[src/rtl/dmx_pkg.sv]
package dmx_pkg;
    typedef enum logic [1:0] {
        XS_IDLE = 2'd0,
        XS_DSK  = 2'd1,
        XS_MEM  = 2'd2
    } xfer_st_e;

    localparam logic [7:0] RA_CTRL = 8'h00;
    localparam logic [7:0] RA_ALO  = 8'h02;
    localparam logic [7:0] RA_AHI  = 8'h04;
    localparam logic [7:0] RA_CLO  = 8'h06;
    localparam logic [7:0] RA_CHI  = 8'h08;
    localparam logic [7:0] RA_CMD  = 8'h0A;

    localparam int CB_START = 0;
    localparam int CB_DIR   = 1;
    localparam int CB_IEN   = 7;

    typedef struct packed {
        logic ctrl;
        logic alo;
        logic ahi;
        logic clo;
        logic chi;
    } wr_sel_t;
endpackage

[src/rtl/dmx_host_if.sv]
module dmx_host_if
    import dmx_pkg::*;
#(
    parameter int ADDR_W = 16,
    parameter int CNT_W  = 16
) (
    input  logic              clk,
    input  logic              rst_n,
    input  logic              host_cs,
    input  logic              host_we,
    input  logic              host_a,
    input  logic [7:0]        host_wdata,
    input  logic [7:0]        ctrl_rd,
    input  logic [ADDR_W-1:0] addr_rd,
    input  logic [CNT_W-1:0]  cnt_rd,
    input  logic [7:0]        status_rd,
    output logic [7:0]        host_rdata,
    output wr_sel_t           wr_sel,
    output logic              rd_status,
    output logic [7:0]        cmd_o,
    output logic              cmd_wr_o
);
    typedef struct packed {
        logic [7:0] ptr;
        logic [7:0] cmd;
        logic       cmd_wr;
    } hif_t;

    hif_t s_d, s_q;
    logic wr_data;

    always_comb begin
        s_d        = s_q;
        s_d.cmd_wr = 1'b0;
        wr_sel     = '0;
        wr_data    = host_cs && host_we && !host_a;
        rd_status  = host_cs && !host_we && host_a;
        if (host_cs && host_we && host_a) begin
            s_d.ptr = host_wdata;
        end
        if (wr_data) begin
            unique case (s_q.ptr)
                RA_CTRL: wr_sel.ctrl = 1'b1;
                RA_ALO:  wr_sel.alo  = 1'b1;
                RA_AHI:  wr_sel.ahi  = 1'b1;
                RA_CLO:  wr_sel.clo  = 1'b1;
                RA_CHI:  wr_sel.chi  = 1'b1;
                RA_CMD: begin
                    s_d.cmd    = host_wdata;
                    s_d.cmd_wr = 1'b1;
                end
                default: ;
            endcase
        end
        if (host_a) begin
            host_rdata = status_rd;
        end else begin
            unique case (s_q.ptr)
                RA_CTRL: host_rdata = ctrl_rd;
                RA_ALO:  host_rdata = addr_rd[7:0];
                RA_AHI:  host_rdata = 8'(addr_rd[ADDR_W-1:8]);
                RA_CLO:  host_rdata = cnt_rd[7:0];
                RA_CHI:  host_rdata = 8'(cnt_rd[CNT_W-1:8]);
                RA_CMD:  host_rdata = s_q.cmd;
                default: host_rdata = 8'h00;
            endcase
        end
    end

    always_ff @(posedge clk) begin
        if (!rst_n) s_q <= '0;
        else        s_q <= s_d;
    end

    assign cmd_o    = s_q.cmd;
    assign cmd_wr_o = s_q.cmd_wr;


    ptr_load_chk: assert property (@(posedge clk) disable iff (!rst_n)
        (host_cs && host_we && host_a) |=> (s_q.ptr == $past(host_wdata)));


    cmd_pulse_chk: assert property (@(posedge clk) disable iff (!rst_n)
        cmd_wr_o |=> !cmd_wr_o || $past(wr_data));
endmodule

[src/rtl/dmx_xfer.sv]
module dmx_xfer
    import dmx_pkg::*;
#(
    parameter int ADDR_W = 16,
    parameter int CNT_W  = 16
) (
    input  logic              clk,
    input  logic              rst_n,
    input  wr_sel_t           wr_sel,
    input  logic [7:0]        wdata,
    input  logic              mem_gnt,
    input  logic [7:0]        mem_rdata,
    input  logic              dsk_drq,
    input  logic [7:0]        dsk_rdata,
    output logic              mem_req,
    output logic              mem_we,
    output logic [ADDR_W-1:0] mem_addr,
    output logic [7:0]        mem_wdata,
    output logic              dsk_ack,
    output logic [7:0]        dsk_wdata,
    output logic [CNT_W-1:0]  cnt_o,
    output logic [7:0]        ctrl_o,
    output logic              busy,
    output logic              done
);
    localparam int AHI_W = ADDR_W - 8;
    localparam int CHI_W = CNT_W - 8;
    localparam logic [CNT_W-1:0] CNT_END = {CNT_W{1'b1}};

    typedef struct packed {
        xfer_st_e          st;
        logic [ADDR_W-1:0] addr;
        logic [CNT_W-1:0]  cnt;
        logic [7:0]        ctrl;
        logic [7:0]        dbuf;
        logic              done;
    } xf_t;

    xf_t s_d, s_q;
    logic step;
    logic dir;
    logic [CNT_W-1:0] cnt_nx;

    always_comb begin
        s_d      = s_q;
        s_d.done = 1'b0;
        step     = 1'b0;
        dir      = s_q.ctrl[CB_DIR];
        cnt_nx   = s_q.cnt + CNT_W'(1);
        unique case (s_q.st)
            XS_IDLE: begin
                if (wr_sel.alo) s_d.addr[7:0]        = wdata;
                if (wr_sel.ahi) s_d.addr[ADDR_W-1:8] = AHI_W'(wdata);
                if (wr_sel.clo) s_d.cnt[7:0]         = wdata;
                if (wr_sel.chi) s_d.cnt[CNT_W-1:8]   = CHI_W'(wdata);
                if (wr_sel.ctrl) begin
                    s_d.ctrl = wdata & ~(8'h01 << CB_START);
                    if (wdata[CB_START]) begin
                        if (s_q.cnt == CNT_END) s_d.done = 1'b1;
                        else if (wdata[CB_DIR]) s_d.st = XS_MEM;
                        else                    s_d.st = XS_DSK;
                    end
                end
            end
            XS_DSK: begin
                if (dsk_drq) begin
                    if (dir) begin
                        step = 1'b1;
                    end else begin
                        s_d.dbuf = dsk_rdata;
                        s_d.st   = XS_MEM;
                    end
                end
            end
            XS_MEM: begin
                if (mem_gnt) begin
                    if (dir) begin
                        s_d.dbuf = mem_rdata;
                        s_d.st   = XS_DSK;
                    end else begin
                        step = 1'b1;
                    end
                end
            end
            default: s_d.st = XS_IDLE;
        endcase
        if (step) begin
            s_d.addr = s_q.addr + ADDR_W'(1);
            s_d.cnt  = cnt_nx;
            if (cnt_nx == CNT_END) begin
                s_d.st   = XS_IDLE;
                s_d.done = 1'b1;
            end else begin
                s_d.st = dir ? XS_MEM : XS_DSK;
            end
        end
    end

    always_ff @(posedge clk) begin
        if (!rst_n) begin
            s_q      <= '0;
            s_q.st   <= XS_IDLE;
        end else begin
            s_q <= s_d;
        end
    end

    assign mem_req   = (s_q.st == XS_MEM);
    assign mem_we    = !s_q.ctrl[CB_DIR];
    assign mem_addr  = s_q.addr;
    assign mem_wdata = s_q.dbuf;
    assign dsk_wdata = s_q.dbuf;
    assign dsk_ack   = (s_q.st == XS_DSK) && dsk_drq;
    assign cnt_o     = s_q.cnt;
    assign ctrl_o    = s_q.ctrl;
    assign busy      = (s_q.st != XS_IDLE);
    assign done      = s_q.done;


    mem_hold_chk: assert property (@(posedge clk) disable iff (!rst_n)
        (mem_req && !mem_gnt) |=> (mem_req && $stable(mem_addr)));


    one_per_gnt_chk: assert property (@(posedge clk) disable iff (!rst_n)
        (mem_req && mem_gnt) |=> !mem_req);


    busy_lock_chk: assert property (@(posedge clk) disable iff (!rst_n)
        (busy && !(mem_req && mem_gnt) && !dsk_ack) |=> ($stable(mem_addr) && $stable(cnt_o)));


    end_count_chk: assert property (@(posedge clk) disable iff (!rst_n)
        $fell(busy) |-> (cnt_o == CNT_END));
endmodule

[src/rtl/dmx_irq.sv]
module dmx_irq (
    input  logic clk,
    input  logic rst_n,
    input  logic set_i,
    input  logic clr_i,
    input  logic ien_i,
    output logic pend_o,
    output logic irq_o
);
    typedef struct packed {
        logic pend;
    } irq_t;

    irq_t s_d, s_q;

    always_comb begin
        s_d = s_q;
        if (clr_i) s_d.pend = 1'b0;
        if (set_i) s_d.pend = 1'b1;
    end

    always_ff @(posedge clk) begin
        if (!rst_n) s_q <= '0;
        else        s_q <= s_d;
    end

    assign pend_o = s_q.pend;
    assign irq_o  = s_q.pend && ien_i;


    rd_clear_chk: assert property (@(posedge clk) disable iff (!rst_n)
        (clr_i && !set_i) |=> !pend_o);


    done_flag_chk: assert property (@(posedge clk) disable iff (!rst_n)
        set_i |=> pend_o);
endmodule

[src/rtl/dma_xfer_engine.sv]
module dma_xfer_engine
    import dmx_pkg::*;
#(
    parameter int ADDR_W = 16,
    parameter int CNT_W  = 16
) (
    input  logic              clk,
    input  logic              rst_n,
    input  logic              host_cs,
    input  logic              host_we,
    input  logic              host_a,
    input  logic [7:0]        host_wdata,
    output logic [7:0]        host_rdata,
    output logic              irq,
    output logic              mem_req,
    input  logic              mem_gnt,
    output logic              mem_we,
    output logic [ADDR_W-1:0] mem_addr,
    output logic [7:0]        mem_wdata,
    input  logic [7:0]        mem_rdata,
    input  logic              dsk_drq,
    output logic              dsk_ack,
    input  logic [7:0]        dsk_rdata,
    output logic [7:0]        dsk_wdata,
    output logic [7:0]        ctl_cmd,
    output logic              ctl_cmd_wr
);
    wr_sel_t          wr_sel;
    logic             rd_status;
    logic [CNT_W-1:0] cnt;
    logic [7:0]       ctrl;
    logic             busy;
    logic             done;
    logic             pend;
    logic [7:0]       status;

    assign status = {pend, 6'b0, busy};

    dmx_host_if #(.ADDR_W(ADDR_W), .CNT_W(CNT_W)) u_host (
        .clk        (clk),
        .rst_n      (rst_n),
        .host_cs    (host_cs),
        .host_we    (host_we),
        .host_a     (host_a),
        .host_wdata (host_wdata),
        .ctrl_rd    (ctrl),
        .addr_rd    (mem_addr),
        .cnt_rd     (cnt),
        .status_rd  (status),
        .host_rdata (host_rdata),
        .wr_sel     (wr_sel),
        .rd_status  (rd_status),
        .cmd_o      (ctl_cmd),
        .cmd_wr_o   (ctl_cmd_wr)
    );

    dmx_xfer #(.ADDR_W(ADDR_W), .CNT_W(CNT_W)) u_xfer (
        .clk       (clk),
        .rst_n     (rst_n),
        .wr_sel    (wr_sel),
        .wdata     (host_wdata),
        .mem_gnt   (mem_gnt),
        .mem_rdata (mem_rdata),
        .dsk_drq   (dsk_drq),
        .dsk_rdata (dsk_rdata),
        .mem_req   (mem_req),
        .mem_we    (mem_we),
        .mem_addr  (mem_addr),
        .mem_wdata (mem_wdata),
        .dsk_ack   (dsk_ack),
        .dsk_wdata (dsk_wdata),
        .cnt_o     (cnt),
        .ctrl_o    (ctrl),
        .busy      (busy),
        .done      (done)
    );

    dmx_irq u_irq (
        .clk    (clk),
        .rst_n  (rst_n),
        .set_i  (done),
        .clr_i  (rd_status),
        .ien_i  (ctrl[CB_IEN]),
        .pend_o (pend),
        .irq_o  (irq)
    );


    ack_gate_chk: assert property (@(posedge clk) disable iff (!rst_n)
        dsk_ack |-> (dsk_drq && status[0]));
endmodule

[config.mk]
export PLATFORM = sky130hd
export DESIGN_NAME = dma_xfer_engine
export DESIGN_NICKNAME = d
export VERILOG_FILES = /design/src/rtl/dmx_pkg.sv /design/src/rtl/dmx_host_if.sv /design/src/rtl/dmx_xfer.sv /design/src/rtl/dmx_irq.sv /design/src/rtl/dma_xfer_engine.sv
export SDC_FILE = /design/constraint.sdc
export NUM_CORES = 1
export LEC_CHECK = 0
export ABC_AREA = 1
export CORE_UTILIZATION = 58
export CTS_BUF_LIST = sky130_fd_sc_hd__clkbuf_16
export DETAILED_ROUTE_END_ITERATION = 6
export GPL_ROUTABILITY_DRIVEN = 1
export PLACE_DENSITY_LB_ADDON = 0.1
export RECOVER_POWER = 25
export SLEW_MARGIN = 40
export SYNTH_ARGS = -nofsm -noshare
export SYNTH_HDL_FRONTEND = slang
export SYNTH_HIERARCHICAL = 1
export SYNTH_SLANG_ARGS = --single-unit
[constraint.sdc]
create_clock -name clk -period 3.1 [get_ports clk]
set_clock_uncertainty 0.2 [all_clocks]
set_input_delay 0.31 -clock clk [delete_from_list [all_inputs] [get_ports clk]]
set_output_delay 0.31 -clock clk [all_outputs]
set_load 0.02 [all_outputs]
### After elaboration in Yosys (flattened, before gate mapping)

Cells that the tools add are included.

* flip-flop bits (word level): 68
* input bits: 31
* logic and storage cells: 108

* add/subtract/negate cells: 2
* equal/unequal tests: 20
* multiplexer cells: 45
* reduce and logical (&&, ||, !) cells: 29

Operator list (number)
* $mux 8: 10
* $pmux 8 s6: 1
* $mux 40: 1
* $mux 34: 1
* $add 16x1->16 const B: 2
* $eq 16x16->1 const B: 2
* $mux 2: 10
* $mux 1: 18
* $eq 8x3->1 const B: 2
* $eq 8x4->1 const B: 2
* $pmux 8 s2: 1
* $reduce_bool 2->1: 8
* $reduce_and 2->1: 7
* $ne 3x2->1 const B: 4
* $eq 8x2->1 const B: 1
* $logic_not 8->1: 1
* $logic_and 1x1->1: 7
* $reduce_and 7->1: 1
* $ne 3x1->1 const B: 2
* $pmux 2 s3: 1
* $mux 5: 1
* $reduce_and 5->1: 1
* $ne 2x1->1 const B: 2
* $ne 2x2->1 const B: 2
* 6 further kinds: 8

### Longest topological paths before layout

Gate-level depths: netlist of run 1.

* word-level depth: 7
* mapped depth: 12

### By module

The synthesis of run 1 kept the hierarchy.

Modules (own cells, without submodules)
* dmx_xfer: times used 1, cells an instance 530, area each 3575.9 um^2
* dmx_host_if: times used 1, cells an instance 219, area each 1353.8 um^2
* dmx_irq: times used 1, cells an instance 8, area each 51.3 um^2
* dma_xfer_engine: times used 1, cells an instance 1, area each 3.8 um^2

### Worst setup path before layout of run 1

OpenSTA, ideal clock, no wires.

* kind: reg-to-reg
* start: register u_xfer/s_q[49] in the netlist's numbering
* end: register u_xfer.s_q, in the netlist u_xfer/cnt_o[4]
* library setup time: 0.119 ns
* data arrival time: 1.647 ns
* required time: 2.781 ns
* path slack: 1.134 ns
* stages on the path, launching flop included: 13
* buffers on the path: 1
* cells stage by stage: dfxtp_1 > inv_1 > ha_1 > nand3_1 > o21ai_2 > nand2_4 > inv_4 > nor2_2 > buf_6 > nand2_1 > nor2_1 > o31ai_1 > inv_1

* longest elaborated chain between the ends: 4
* elaborated cells on any way between the ends: 8
* classes of those cells: 2 x eq/ne; 2 x mux; 4 x reduce/logical

RTL lines
* start, declared: line dmx_xfer.sv:39 `xf_t s_d, s_q;`
* $eq 2x2->1 (*)
* named net mem_req: line dma_xfer_engine.sv:15 `output logic mem_req,`
* $pmux 1 s2 (*): line dmx_xfer.sv:50 `unique case (s_q.st)`
* $reduce_bool 2->1 (no line)
* $reduce_and 2->1 (no line)

The timed path passes the listed nets; every way through them passes the cells marked *.
A chain may end at the register's enable or synchronous reset.

### Worst setup path in the final report of run 1

* start: register u_host/s_q[16] in the netlist's numbering
* end: output port host_rdata[1]

* longest elaborated chain between the ends: 3
* elaborated cells on any way between the ends: 8
* classes of those cells: 5 x eq/ne; 2 x mux; 1 x reduce/logical

RTL lines
* start, declared: line dmx_host_if.sv:29 `hif_t s_d, s_q;`
* start signal, assigned: line dmx_host_if.sv:71 `if (!rst_n) s_q <= '0;`
* start signal, assigned: line dmx_host_if.sv:72 `else s_q <= s_d;`
* $eq 8x4->1, or another cell as far along: line dmx_host_if.sv:58 `unique case (s_q.ptr)`
* $pmux 8 s6 (*): line dmx_host_if.sv:58
* $mux 8 (*): line dmx_host_if.sv:55 `if (host_a) begin`
* end, declared: line dma_xfer_engine.sv:13 `output logic [7:0] host_rdata,`

Mark *: on every way between the ends. The rest lies on a longest branch, timed or not.

==> implementation parameters, run 1 <==
Parameter                              Value

Run status
  Status ... finished with violations
  Failing checks ... design-rule violations

Synthesis
  EDFF count, synth ... 0
  Number of synthesized register bits ... 68
  Netlist cell types ... 45
  Area fraction of the dominant cell type after synthesis ... 0.2731
  Cells taking the most area after synthesis ... sky130_fd_sc_hd__dfxtp_1 (27%), sky130_fd_sc_hd__nand2_1 (11%), sky130_fd_sc_hd__buf_4 (11%)
  Sequential fraction of the synthesis area ... 0.2731
  Synth async-reset ratio ... 0
  Most frequent cell after synthesis ... sky130_fd_sc_hd__nand2_1
  Commonest register cell after synthesis ... sky130_fd_sc_hd__dfxtp_1
  Number of warning messages in the yosys log ... 6
  Post-synthesis instance area ... 0.004985 mm^2
  Cell taking the most area after synthesis ... sky130_fd_sc_hd__dfxtp_1
  Most numerous cell types in the synthesized netlist ... sky130_fd_sc_hd__nand2_1 (149), sky130_fd_sc_hd__nand3_1 (76), sky130_fd_sc_hd__inv_1 (75)
  Synthesized area per cell ... 6.576 um^2
  Mapped Cells ... 758

Worst setup path
  Startpoint kind of the worst setup timing path ... flop
  Setup slack, reg-to-reg ... 0.52 ns
  Cell-by-cell listing of the critical path ... nor2_1, nand2_2, inv_4, nand3_1, nand2_1, nor2_1, a21oi_1, clkdlybuf4s50_1
  Critical Path Most Common Cell ... sky130_fd_sc_hd__nor2_1
  Library cell contributing the largest single delay on the critical path ... sky130_fd_sc_hd__clkdlybuf4s50_1
  Largest fanout of any net on the critical path ... 41
  Crit-path max cell delay ... 0.64 ns
  Required time worst endpoint ... 2.59 ns
  Signal arrival time at the worst endpoint ... 2.38 ns
  Crit Path Category ... reg2out
  Nature of the critical path endpoint ... output port

Die
  Die boundary width ... 94.71 um
  Placeable core region ... 0.008258 mm^2
  Initial standard-cell utilization of the core ... 0.6036
  Die outline height ... 94.71 um
  Total Die Area ... 0.008969 mm^2
  Cell row count ... 33
  Total I/O pin count ... 84

Place
  Sum of net half-perimeters after detailed placement ... 11.08 mm
  Placed instance count ... 870
  Total of buffers placed on input and output ports ... 83
  Global placement routability congestion ... 0.9058

Worst hold path
  Worst hold path class ... reg2reg

Power and ir drop
  Pwr dens ... 579.4 mW/mm^2
  Cell leakage power ... 0.002322 uW
  Maximum VDD drop ... 0.3978 mV

Cells and area
  Layout net count ... 813
  Proportion of layout cells with a drive suffix above 1 ... 0.08195
  Post-synthesis to final-layout area growth ... 13.53%
  Count of placed standard cells in the final layout, fillers left out ... 886
  Diodes inserted ... 0

Clocking
  Reg clk slew, reported paths ... 0.06 ns
  Total clock sinks ... 68
  Number of buffers added to fix hold violations after cts ... 0
  Root buffer cell ... sky130_fd_sc_hd__clkbuf_16
  Clock buffer depth ... 2
  Clock latency on the worst-skew pair ... 0.33 ns
  Buffers inserted during post-CTS setup optimization ... 0
  Post-cts gate resize count ... 0
  Htree depth ... 3
  CTS tree ... done
  Total clock buffers created by CTS ... 9

Drt
  Routed WL ... 15.08 mm
  Violation count after the first detailed-routing iteration ... 504
  Count of nets left with antenna violations after detail routing ... 0
  First-pass detailed-route iteration total ... 7
  Overall via count from detail_route ... 5,217
  Wirelength per Cell ... 17.02 um
  Via density per instance ... 5.888
  DRC viols ... 15

Global routing
  Antenna violations before repair ... 0
  Overall overflow remaining after global route ... 0
  Total routing usage reported by global routing ... 0.3448
  Via count of the first global-routing pass ... 4,690
  Largest net degree at the start of global routing ... 42
  First-pass GRT wire length ... 23.89 mm

STA
  Worst relative slew slack ... 0.5669
  Slew at the pin closest to its max-slew limit ... 0.6437 ns
  Final Hold Viols ... 0
  Post-layout min period ... 2.890 ns
  Setup repair after global routing missed its margin ... no
  Setup TNS Final ... 0 ns
  Final Cycle Share ... 0.9322
  Max-slew violation total from the final report ... 0
  Worst hold slack across all endpoints ... 0.2539 ns
  Maximum frequency from static timing analysis ... 346.0 MHz
  Final count of negative-setup-slack endpoints ... 0

Flow run
  Number of maximum-capacitance constraint violations ... 0
-- final cells by class --
cell class              count  area (um^2)
flip-flops and latches     68         1361
inverters                  81        309.0
repair buffers             91        887.1
multi-input cells         525         2679
well taps                 105        131.4
clock inverters             7        66.31
clock buffers               9        225.2
fillers                   752         2599
-- through the flow --
stage / cell area (um^2) / utilization / total power (uW) / setup slack, ns
2_1_floorplan: 5004 / - / 1989 / 1.134
3_3_place_gp: 5384 / 0.6520 / 2259 / 0.4229
3_5_place_dp: 5384 / 0.6520 / 2285 / 0.3583
4_1_cts: 5675 / 0.6873 / 3285 / 0.2569
5_1_grt: 5659 / 0.6853 / 3425 / 0.08439
6_report: 5659 / 0.6853 / 3279 / 0.2100
-- cells in the final DEF, fill, tap and decap left out, types with 3 or more instances in the layout --
cell type and instances:
sky130_fd_sc_hd__nand2_4 3, sky130_fd_sc_hd__a21oi_1 54, sky130_fd_sc_hd__nor2_2 7, sky130_fd_sc_hd__a31oi_1 13, sky130_fd_sc_hd__o22ai_1 3, sky130_fd_sc_hd__o211ai_1 7
sky130_fd_sc_hd__inv_2 4, sky130_fd_sc_hd__dfxtp_1 68, sky130_fd_sc_hd__nand2_1 149, sky130_fd_sc_hd__nand4_1 7, sky130_fd_sc_hd__nor2_4 5, sky130_fd_sc_hd__inv_1 75
sky130_fd_sc_hd__o21ai_1 6, sky130_fd_sc_hd__nor3_1 8, sky130_fd_sc_hd__nand3_1 76, sky130_fd_sc_hd__conb_1 7, sky130_fd_sc_hd__dlygate4sd3_1 24, sky130_fd_sc_hd__clkdlybuf4s50_1 59
sky130_fd_sc_hd__ha_1 6, sky130_fd_sc_hd__nor4_1 7, sky130_fd_sc_hd__o221ai_1 3, sky130_fd_sc_hd__xor2_1 3, sky130_fd_sc_hd__nor2_1 72, sky130_fd_sc_hd__buf_4 7
sky130_fd_sc_hd__nand2_2 4, sky130_fd_sc_hd__nand3_2 3, sky130_fd_sc_hd__xnor2_1 4, sky130_fd_sc_hd__clkbuf_16 9, sky130_fd_sc_hd__nand3b_1 6, sky130_fd_sc_hd__mux2_2 8
sky130_fd_sc_hd__o21ai_0 51
-- power breakdown --
| part | internal (uW) | leakage [uW] | total, uW | switching [uW] |
|---|---|---|---|---|
| Sequential | 965 | 0.000551 | 1080 | 112 |
| Clock | 618 | 0.000137 | 1010 | 389 |
| Combinational | 439 | 0.00163 | 1200 | 757 |
| Total | 2020 | 0.00232 | 3280 | 1260 |
-- path summary, 6_finish.rpt --
path | cells past startpoint | startpoint | end
worst max-delay path | 8 | u_host/s_q[16] | host_rdata[1]
worst min-delay path | 2 | u_host/s_q[16] | u_host/s_q[16]
worst max register to register | 9 | u_xfer/s_q[49] | u_xfer/cnt_o[5]
worst min register to register | 2 | u_host/s_q[16] | u_host/s_q[16]
-- registers in the layout, indices dropped and copies added (netlist names) --
register and flops:
u_host/cmd_o 8, u_xfer/mem_addr 16, u_xfer/cnt_o 16, u_host/s_q 8, u_irq/pend_o 1, u_xfer/s_q 2
u_host/cmd_wr_o 1, u_xfer/done 1, u_xfer/ctrl_o 7, u_xfer/dsk_wdata 8
-- cells by family (layout without fill, tap and decap cells) --
family                     Yosys count  after routing  synth area share
buffers and inverters              170            188            0.1908
adders and majority gates            6              6           0.01506
DFF                                 68             68            0.2731
and+or+nand+nor                    353            353            0.3286
muxes                                8              8           0.01807
xor gates and xnor gates             7              7           0.01230
other                                2              7          0.001507
AOI/OAI and AO/OA                  144            144            0.1606
-- critical path, delay by kind of cell (launching register included) --
family / cells / cell delay [ns]
flops: 1 / 0.31
simple gates: 5 / 0.56
buf+inv: 2 / 0.96
compound gates: 1 / 0.23
-- per-layer routing --
layer / up-vias / part of all wire / global-route usage
met4: 0 / 0.021 / 0.1338
met3: 32 / 0.091 / 0.04106
met2: 293 / 0.46 / 0.5606
met1: 2423 / 0.42 / 0.4637
met5: - / 0 / 0
li1: 2469 / - / -
Power figures use the tool's default switching activity.
==> run 2: changes to the inputs <==
--- a/config.mk
+++ b/config.mk
@@ -6,13 +6,13 @@
 export NUM_CORES = 1
 export LEC_CHECK = 0
 export ABC_AREA = 1
+export CORE_MARGIN = 10
 export CORE_UTILIZATION = 58
 export CTS_BUF_LIST = sky130_fd_sc_hd__clkbuf_16
 export DETAILED_ROUTE_END_ITERATION = 6
 export GPL_ROUTABILITY_DRIVEN = 1
 export PLACE_DENSITY_LB_ADDON = 0.1
 export RECOVER_POWER = 25
-export SLEW_MARGIN = 40
 export SYNTH_ARGS = -nofsm -noshare
 export SYNTH_HDL_FRONTEND = slang
 export SYNTH_HIERARCHICAL = 1
==> run 2 against run 1 <==
  * The flow now finishes without violations
  * Critical path type unchanged
  * Power down 0.35%
  * Utilization down 0.48 points
  * Sequential power about the same
  * Clock-buffer cell count unchanged
  * Clock power about the same
==> implementation parameters, run 2 (synthesis gave the netlist of run 1 again) <==
Parameter                              Value

Run status
  Status ... complete, no violations

STA
  Worst relative slew slack ... 0.5074 (-0.05956)
  Worst hold slack across all endpoints ... 0.2501 ns (-0.003826 ns)
  Setup TNS Final ... 0 ns (unchanged)
  Post-layout min period ... 2.919 ns (+0.02877 ns)
  Final Hold Viols ... 0 (unchanged)
  Max-slew violation total from the final report ... 0 (unchanged)
  Slew at the pin closest to its max-slew limit ... 0.7322 ns (+0.08852 ns)
  Final Cycle Share ... 0.9415 (+0.009282)
  Final count of negative-setup-slack endpoints ... 0 (unchanged)
  Setup repair after global routing missed its margin ... no
  Maximum frequency from static timing analysis ... 342.6 MHz (-0.99%)

Die
  Total Die Area ... 0.01270 mm^2 (+42%)
  Initial standard-cell utilization of the core ... 0.6006 (-0.003003)
  Die outline height ... 112.7 um (+19%)
  Total I/O pin count ... 84 (unchanged)
  Die boundary width ... 112.7 um (+19%)
  Cell row count ... 33 (unchanged)
  Placeable core region ... 0.008299 mm^2 (+0.50%)

Power and ir drop
  Pwr dens ... 578.5 mW/mm^2 (-0.15%)
  Maximum VDD drop ... 0.3388 mV (-15%)
  Cell leakage power ... 0.002310 uW (-0.51%)
  Total power consumption of the routed design ... 3268 uW (-0.35%)

Global routing
  Antenna violations before repair ... 0 (unchanged)
  Largest net degree at the start of global routing ... 42 (unchanged)
  Met1 routing resource usage after global routing ... 0.3060 (-0.1577)
  Total routing usage reported by global routing ... 0.2353 (-0.1096)
  Layer with the highest usage after global routing ... met2
  First-pass GRT wire length ... 24.79 mm (+3.8%)
  Via count of the first global-routing pass ... 4,720 (+0.64%)
  Met3 Resource Use GR ... 0.05600 (+0.01493)
  Overall overflow remaining after global route ... 0 (unchanged)
  GR met2 Demand/Resource ... 0.3729 (-0.1877)

Clocking
  Clock buffer depth ... 2 (unchanged)
  Htree depth ... 3 (unchanged)
  Clock latency on the worst-skew pair ... 0.33 ns (about the same)
  Total clock sinks ... 68 (unchanged)
  Total clock buffers created by CTS ... 9 (unchanged)
  Reg clk slew, reported paths ... 0.06 ns (about the same)
  Root buffer cell ... sky130_fd_sc_hd__clkbuf_16
  Buffers inserted during post-CTS setup optimization ... 0 (unchanged)
  CTS tree ... done

Worst setup path
  Signal arrival time at the worst endpoint ... 2.41 ns (+0.03 ns)
  Worst reg2reg endpoint ... u_xfer/cnt_o[5]
  Largest fanout of any net on the critical path ... 7 (-83%)
  Launching point of the worst reg2reg path ... u_xfer/s_q[49]
  Required time worst endpoint ... 2.59 ns (about the same)
  Cells on worst reg2reg path ... 9 (unchanged)
  Setup slack, reg-to-reg ... 0.52 ns (about the same)
  Nature of the critical path endpoint ... output port
  Crit Path Category ... reg2out
  Startpoint kind of the worst setup timing path ... flop

Drt
  Overall via count from detail_route ... 5,131 (-1.6%)
  Via density per instance ... 5.804 (-1.4%)
  Routed WL ... 15.60 mm (+3.5%)
  First-pass detailed-route iteration total ... 5 (-2)
  Violation count after the first detailed-routing iteration ... 633 (+26%)
  DRC viols ... 0 (-15)
  Wirelength per Cell ... 17.65 um (+3.7%)
  Count of nets left with antenna violations after detail routing ... 0 (unchanged)

Worst hold path
  Worst Hold Depth ... 2 (unchanged)
  Worst hold path class ... reg2reg
  Destination of the worst hold path ... u_host/s_q[13]
  Beginning of the worst hold path ... u_host/s_q[13]

Cells and area
  Diodes inserted ... 0 (unchanged)
  Sequential cell area ... 0.001361 mm^2 (unchanged)
  Proportion of layout cells with a drive suffix above 1 ... 0.07959 (-0.002357)
  Post-synthesis to final-layout area growth ... 13.30%
  Most frequent cells in the layout ... sky130_fd_sc_hd__nand2_1 (149), sky130_fd_sc_hd__inv_1 (76), sky130_fd_sc_hd__nand3_1 (76)
  Count of placed standard cells in the final layout, fillers left out ... 884 (-0.23%)
  Final instance area ... 0.005648 mm^2 (-0.20%)
  Area of the multi-input gates ... 0.002679 mm^2 (unchanged)
  Layout net count ... 811 (-0.25%)
  Commonest non-fill, non-tap cell in the layout ... sky130_fd_sc_hd__nand2_1
  FILL cells ... 767 (+2.0%)

Place
  Cell area after placement ... 0.005369 mm^2 (-0.28%)
  Placed instance count ... 868 (-0.23%)
  Global placement routability congestion ... 0.9019 (-0.43%)
  Sum of net half-perimeters after detailed placement ... 11.61 mm (+4.8%)
  Total of buffers placed on input and output ports ... 83 (unchanged)

Flow run
  Number of maximum-capacitance constraint violations ... 0 (unchanged)
run 2: cell types whose count changed in the layout (fill, tap and decap cells not counted), sizes merged:
cell | previous run | this run
buf | 7 | 5
inv | 82 | 83
clkdlybuf4s50 | 59 | 62
dlygate4sd3 | 24 | 21
clkinvlp | 2 | 1
run 2: stage by stage:
step	util	worst slack (ns)
after floorplan	-	1.134
after global placement	0.6469	0.3653
after detailed placement	0.6469	0.3678
after CTS	0.6822	0.2169
after global routing	0.6805	0.04861
final	0.6805	0.1813
run 2: timing repair:
action                     in CTS  in global routing
gates resized for setup         0                  1
setup endpoints to repair       0                  1
hold buffers                    0                  0
run 2: routing by layer:
metal,share of wire,wire length (um),vias up
li1,-,-,2467
met1,0.41,6376,2338
met2,0.47,7310,291
met3,0.10,1576,35
met4,0.022,341,0
met5,0,0,-
run 2: worst max-delay path by stage:
| stage | end | startpoint | cells after the start | slack, ns |
|---|---|---|---|---|
| detailed placement | u_xfer/cnt_o[6] | host_cs | 10 | 0.37 |
| CTS | host_rdata[6] | u_host/s_q[16] | 8 | 0.22 |
| global route | host_rdata[0] | u_host/s_q[16] | 8 | 0.05 |
| floorplan | u_xfer/cnt_o[4] | u_xfer/s_q[49] | 12 | 1.13 |
| global placement | u_xfer/cnt_o[6] | host_we | 10 | 0.37 |
| finish | host_rdata[1] | u_host/s_q[16] | 8 | 0.18 |
run 2: where the power goes:
group | leakage, uW | switching (uW) | internal, uW
Combinational | 0.00161 | 748 | 429
Sequential | 0.000551 | 106 | 965
Clock | 0.000145 | 400 | 620
Total | 0.00231 | 1250 | 2010
run 2: final cells by class:
class                           instances  area share
Tap cell                              105     0.02326
Multi-Input combinational cell        525      0.4743
Clock buffer                            9     0.03988
Timing Repair Buffer                   89      0.1544
Inverter                               81     0.05516
Clock inverter                          7     0.01196
Sequential cell                        68      0.2410
run 2: critical path, cell delays in order (launching register included):
cell                              delay (ns)
sky130_fd_sc_hd__dfxtp_1                0.32
sky130_fd_sc_hd__nor2_1                 0.13
sky130_fd_sc_hd__nand2_2                0.16
sky130_fd_sc_hd__nor2_2                 0.34
sky130_fd_sc_hd__nand2_1                0.11
sky130_fd_sc_hd__nand2_1                0.09
sky130_fd_sc_hd__nor2_1                 0.04
sky130_fd_sc_hd__a21oi_1                0.24
sky130_fd_sc_hd__clkdlybuf4s50_1        0.65
==> run 3: changes to the inputs <==
--- a/config.mk
+++ b/config.mk
@@ -10,7 +10,7 @@
 export CORE_UTILIZATION = 58
 export CTS_BUF_LIST = sky130_fd_sc_hd__clkbuf_16
 export DETAILED_ROUTE_END_ITERATION = 6
-export GPL_ROUTABILITY_DRIVEN = 1
+export GPL_ROUTABILITY_DRIVEN = 0
 export PLACE_DENSITY_LB_ADDON = 0.1
 export RECOVER_POWER = 25
 export SYNTH_ARGS = -nofsm -noshare
==> run 3 against run 2 <==
  * Clock-buffer cell count unchanged
  * Final cell count unchanged
  * Die area unchanged
  * Global-route usage down 0.85 points
  * First-iteration DRC count down 23%
  * Critical path depth unchanged
  * Utilization up 0.32 points
  * Sequential share of layout area down 0.11 points
  * Flip-flop and latch count unchanged
  * Sequential power about the same
  * Final area up 0.47%
  * Largest cell class unchanged
  * Highest routed layer unchanged
==> implementation parameters, run 3 (synthesis gave the netlist of run 1 again) <==
Parameter                              Value

Run status
  Status ... complete, no violations

STA
  Maximum frequency from static timing analysis ... 346.6 MHz (+1.2%)
  Final count of negative-setup-slack endpoints ... 0 (unchanged)
  Post-layout min period ... 2.885 ns (-0.03366 ns)
  Final Hold Viols ... 0 (unchanged)
  Worst relative slew slack ... 0.6059 (+0.09850)
  Final Cycle Share ... 0.9307 (-0.01086)
  Setup repair after global routing missed its margin ... no
  Max-slew violation total from the final report ... 0 (unchanged)
  Slew at the pin closest to its max-slew limit ... 0.5894 ns (-0.1428 ns)
  Setup TNS Final ... 0 ns (unchanged)

Cells and area
  Commonest non-fill, non-tap cell in the layout ... sky130_fd_sc_hd__nand2_1
  Layout net count ... 811 (unchanged)
  Area of the multi-input gates ... 0.002674 mm^2 (-0.19%)
  Post-synthesis to final-layout area growth ... 13.83%
  Fin util ... 0.6837 (+0.003166)
  Diodes inserted ... 0 (unchanged)
  Most frequent cells in the layout ... sky130_fd_sc_hd__nand2_1 (149), sky130_fd_sc_hd__nand3_1 (77), sky130_fd_sc_hd__inv_1 (75)
  FILL cells ... 738 (-3.8%)
  Proportion of layout cells with a drive suffix above 1 ... 0.08087 (+0.001284)
  Sequential cell area ... 0.001361 mm^2 (unchanged)

Drt
  Violation count after the first detailed-routing iteration ... 488 (-23%)
  First-pass detailed-route iteration total ... 6 (+1)
  Count of nets left with antenna violations after detail routing ... 0 (unchanged)
  Wirelength per Cell ... 16.79 um (-4.9%)
  DRC viols ... 0 (unchanged)
  Routed WL ... 14.84 mm (-4.9%)
  Overall via count from detail_route ... 5,108 (-0.45%)
  Via density per instance ... 5.778 (-0.45%)

Power and ir drop
  Comb power frac ... 0.352 (-0.008)
  Maximum VDD drop ... 0.4621 mV (+36%)
  Reg power frac ... 0.316 (-0.012)
  Cell leakage power ... 0.002320 uW (+0.42%)
  Pwr dens ... 594.4 mW/mm^2 (+2.7%)
  Int Pwr ... 2102 uW (+4.4%)
  P_sw ... 1271 uW (+1.3%)
  Net switching fraction of the power ... 0.3768 (-0.007046)
  Power share of the clock group ... 0.332 (+0.020)

Global routing
  Total routing usage reported by global routing ... 0.2267 (-0.008539)
  Layer with the highest usage after global routing ... met2
  Met3 Resource Use GR ... 0.04702 (-0.008980)
  First-pass GRT wire length ... 24.07 mm (-2.9%)
  Via count of the first global-routing pass ... 4,824 (+2.2%)
  Met1 routing resource usage after global routing ... 0.2777 (-0.02832)
  Largest net degree at the start of global routing ... 42 (unchanged)
  GR met2 Demand/Resource ... 0.3840 (+0.01114)
  Antenna violations before repair ... 0 (unchanged)
  Overall overflow remaining after global route ... 0 (unchanged)

Die
  Placeable core region ... 0.008299 mm^2 (unchanged)
  Cell row count ... 33 (unchanged)
  Total Die Area ... 0.01270 mm^2 (unchanged)
  Initial standard-cell utilization of the core ... 0.6006 (unchanged)
  Total I/O pin count ... 84 (unchanged)
  Die outline height ... 112.7 um (unchanged)
  Die boundary width ... 112.7 um (unchanged)

Flow run
  Number of maximum-capacitance constraint violations ... 0 (unchanged)

Clocking
  Clock buffer depth ... 2 (unchanged)
  Clock latency on the worst-skew pair ... 0.34 ns (about the same)
  Number of buffers added to fix hold violations after cts ... 0 (unchanged)
  Post-cts gate resize count ... 0 (unchanged)
  Buffers inserted during post-CTS setup optimization ... 0 (unchanged)
  Reg clk slew, reported paths ... 0.06 ns (about the same)
  Htree depth ... 3 (unchanged)
  Root buffer cell ... sky130_fd_sc_hd__clkbuf_16
  Total clock sinks ... 68 (unchanged)
  CTS tree ... done
  Total clock buffers created by CTS ... 9 (unchanged)

Worst setup path
  Signal arrival time at the worst endpoint ... 2.38 ns (-0.03 ns)
  Crit-path max cell delay ... 0.65 ns (about the same)
  Crit Path Category ... reg2out
  Library cell contributing the largest single delay on the critical path ... sky130_fd_sc_hd__clkdlybuf4s50_1
  Nature of the critical path endpoint ... output port
  Cell-by-cell listing of the critical path ... nor2_1, nand2_2, inv_6, nand3_1, nand2_1, nor2_1, a21oi_1, clkdlybuf4s50_1
  Largest fanout of any net on the critical path ... 41 (+34)
  Required time worst endpoint ... 2.59 ns (about the same)
  Startpoint kind of the worst setup timing path ... flop
  Critical Path Most Common Cell ... sky130_fd_sc_hd__nor2_1

Worst hold path
  Worst hold path class ... reg2reg

Place
  Sum of net half-perimeters after detailed placement ... 11.12 mm (-4.2%)
  Total of buffers placed on input and output ports ... 83 (unchanged)
==> run 3: changes by cell type in the layout (fill, tap and decap cells not counted) <==
cell                        before  now
sky130_fd_sc_hd__inv_1          76   75
sky130_fd_sc_hd__bufinv_16       1    2
sky130_fd_sc_hd__clkinv_4        1    2
sky130_fd_sc_hd__nand3_1        76   77
sky130_fd_sc_hd__nand3_2         3    2
sky130_fd_sc_hd__clkinv_1        1    0
==> run 3: per-layer routing <==
layer / up-vias / wire, um / part of all wire
met5: - / 0 / 0
met4: 0 / 306 / 0.021
met3: 32 / 1440 / 0.097
met2: 269 / 7217 / 0.49
met1: 2332 / 5878 / 0.40
li1: 2475 / - / -
==> run 3: layout make-up <==
cell class	count	share of cell area
inverter	81	0.05491
timing repair buffer	89	0.1537
sequential	68	0.2399
clock buffer	9	0.03969
multi-input combinational	525	0.4712
tap	105	0.02315
clock inverter	7	0.01742
==> run 3: per-stage QoR <==
stage               hold slack (ns)  setup slack, ns  power, uW  instances  cell area, um^2
floorplan                    0.2230            1.134       1989        763             5004
global placement             0.2343           0.4205       2250        868             5369
detailed placement           0.2436           0.3471       2276        868             5369
CTS                          0.2500           0.1685       3392        884             5693
global route                 0.2772          0.05019       3526        884             5674
finish                       0.2516           0.2149       3373        884             5674
==> run 3: final timing paths <==
path | from | endpoint | slack (ns) | cells past startpoint
worst max-delay path | u_host/s_q[13] | host_rdata[0] | 0.21 | 8
worst min-delay path | u_host/s_q[14] | u_host/s_q[14] | 0.25 | 2
worst max register to register | u_xfer/s_q[49] | u_xfer/cnt_o[12] | 0.40 | 9
worst min register to register | u_host/s_q[14] | u_host/s_q[14] | 0.25 | 2
==> run 3: power groups by stage <==
stage          clock network, uW  logic (uW)  registers [uW]
6_report                    1120        1190            1060
5_1_grt                     1160        1280            1080
4_1_cts                     1120        1200            1070
3_5_place_dp                   0        1190            1080
3_3_place_gp                   0        1170            1080
2_1_floorplan                  0         943            1050
==> run 3: critical path, delay by kind of cell, from the launching register on <==
family,cells,cell delay (ns)
flops,1,0.31
compound gates,1,0.23
simple gates,5,0.58
buf+inv,2,0.90
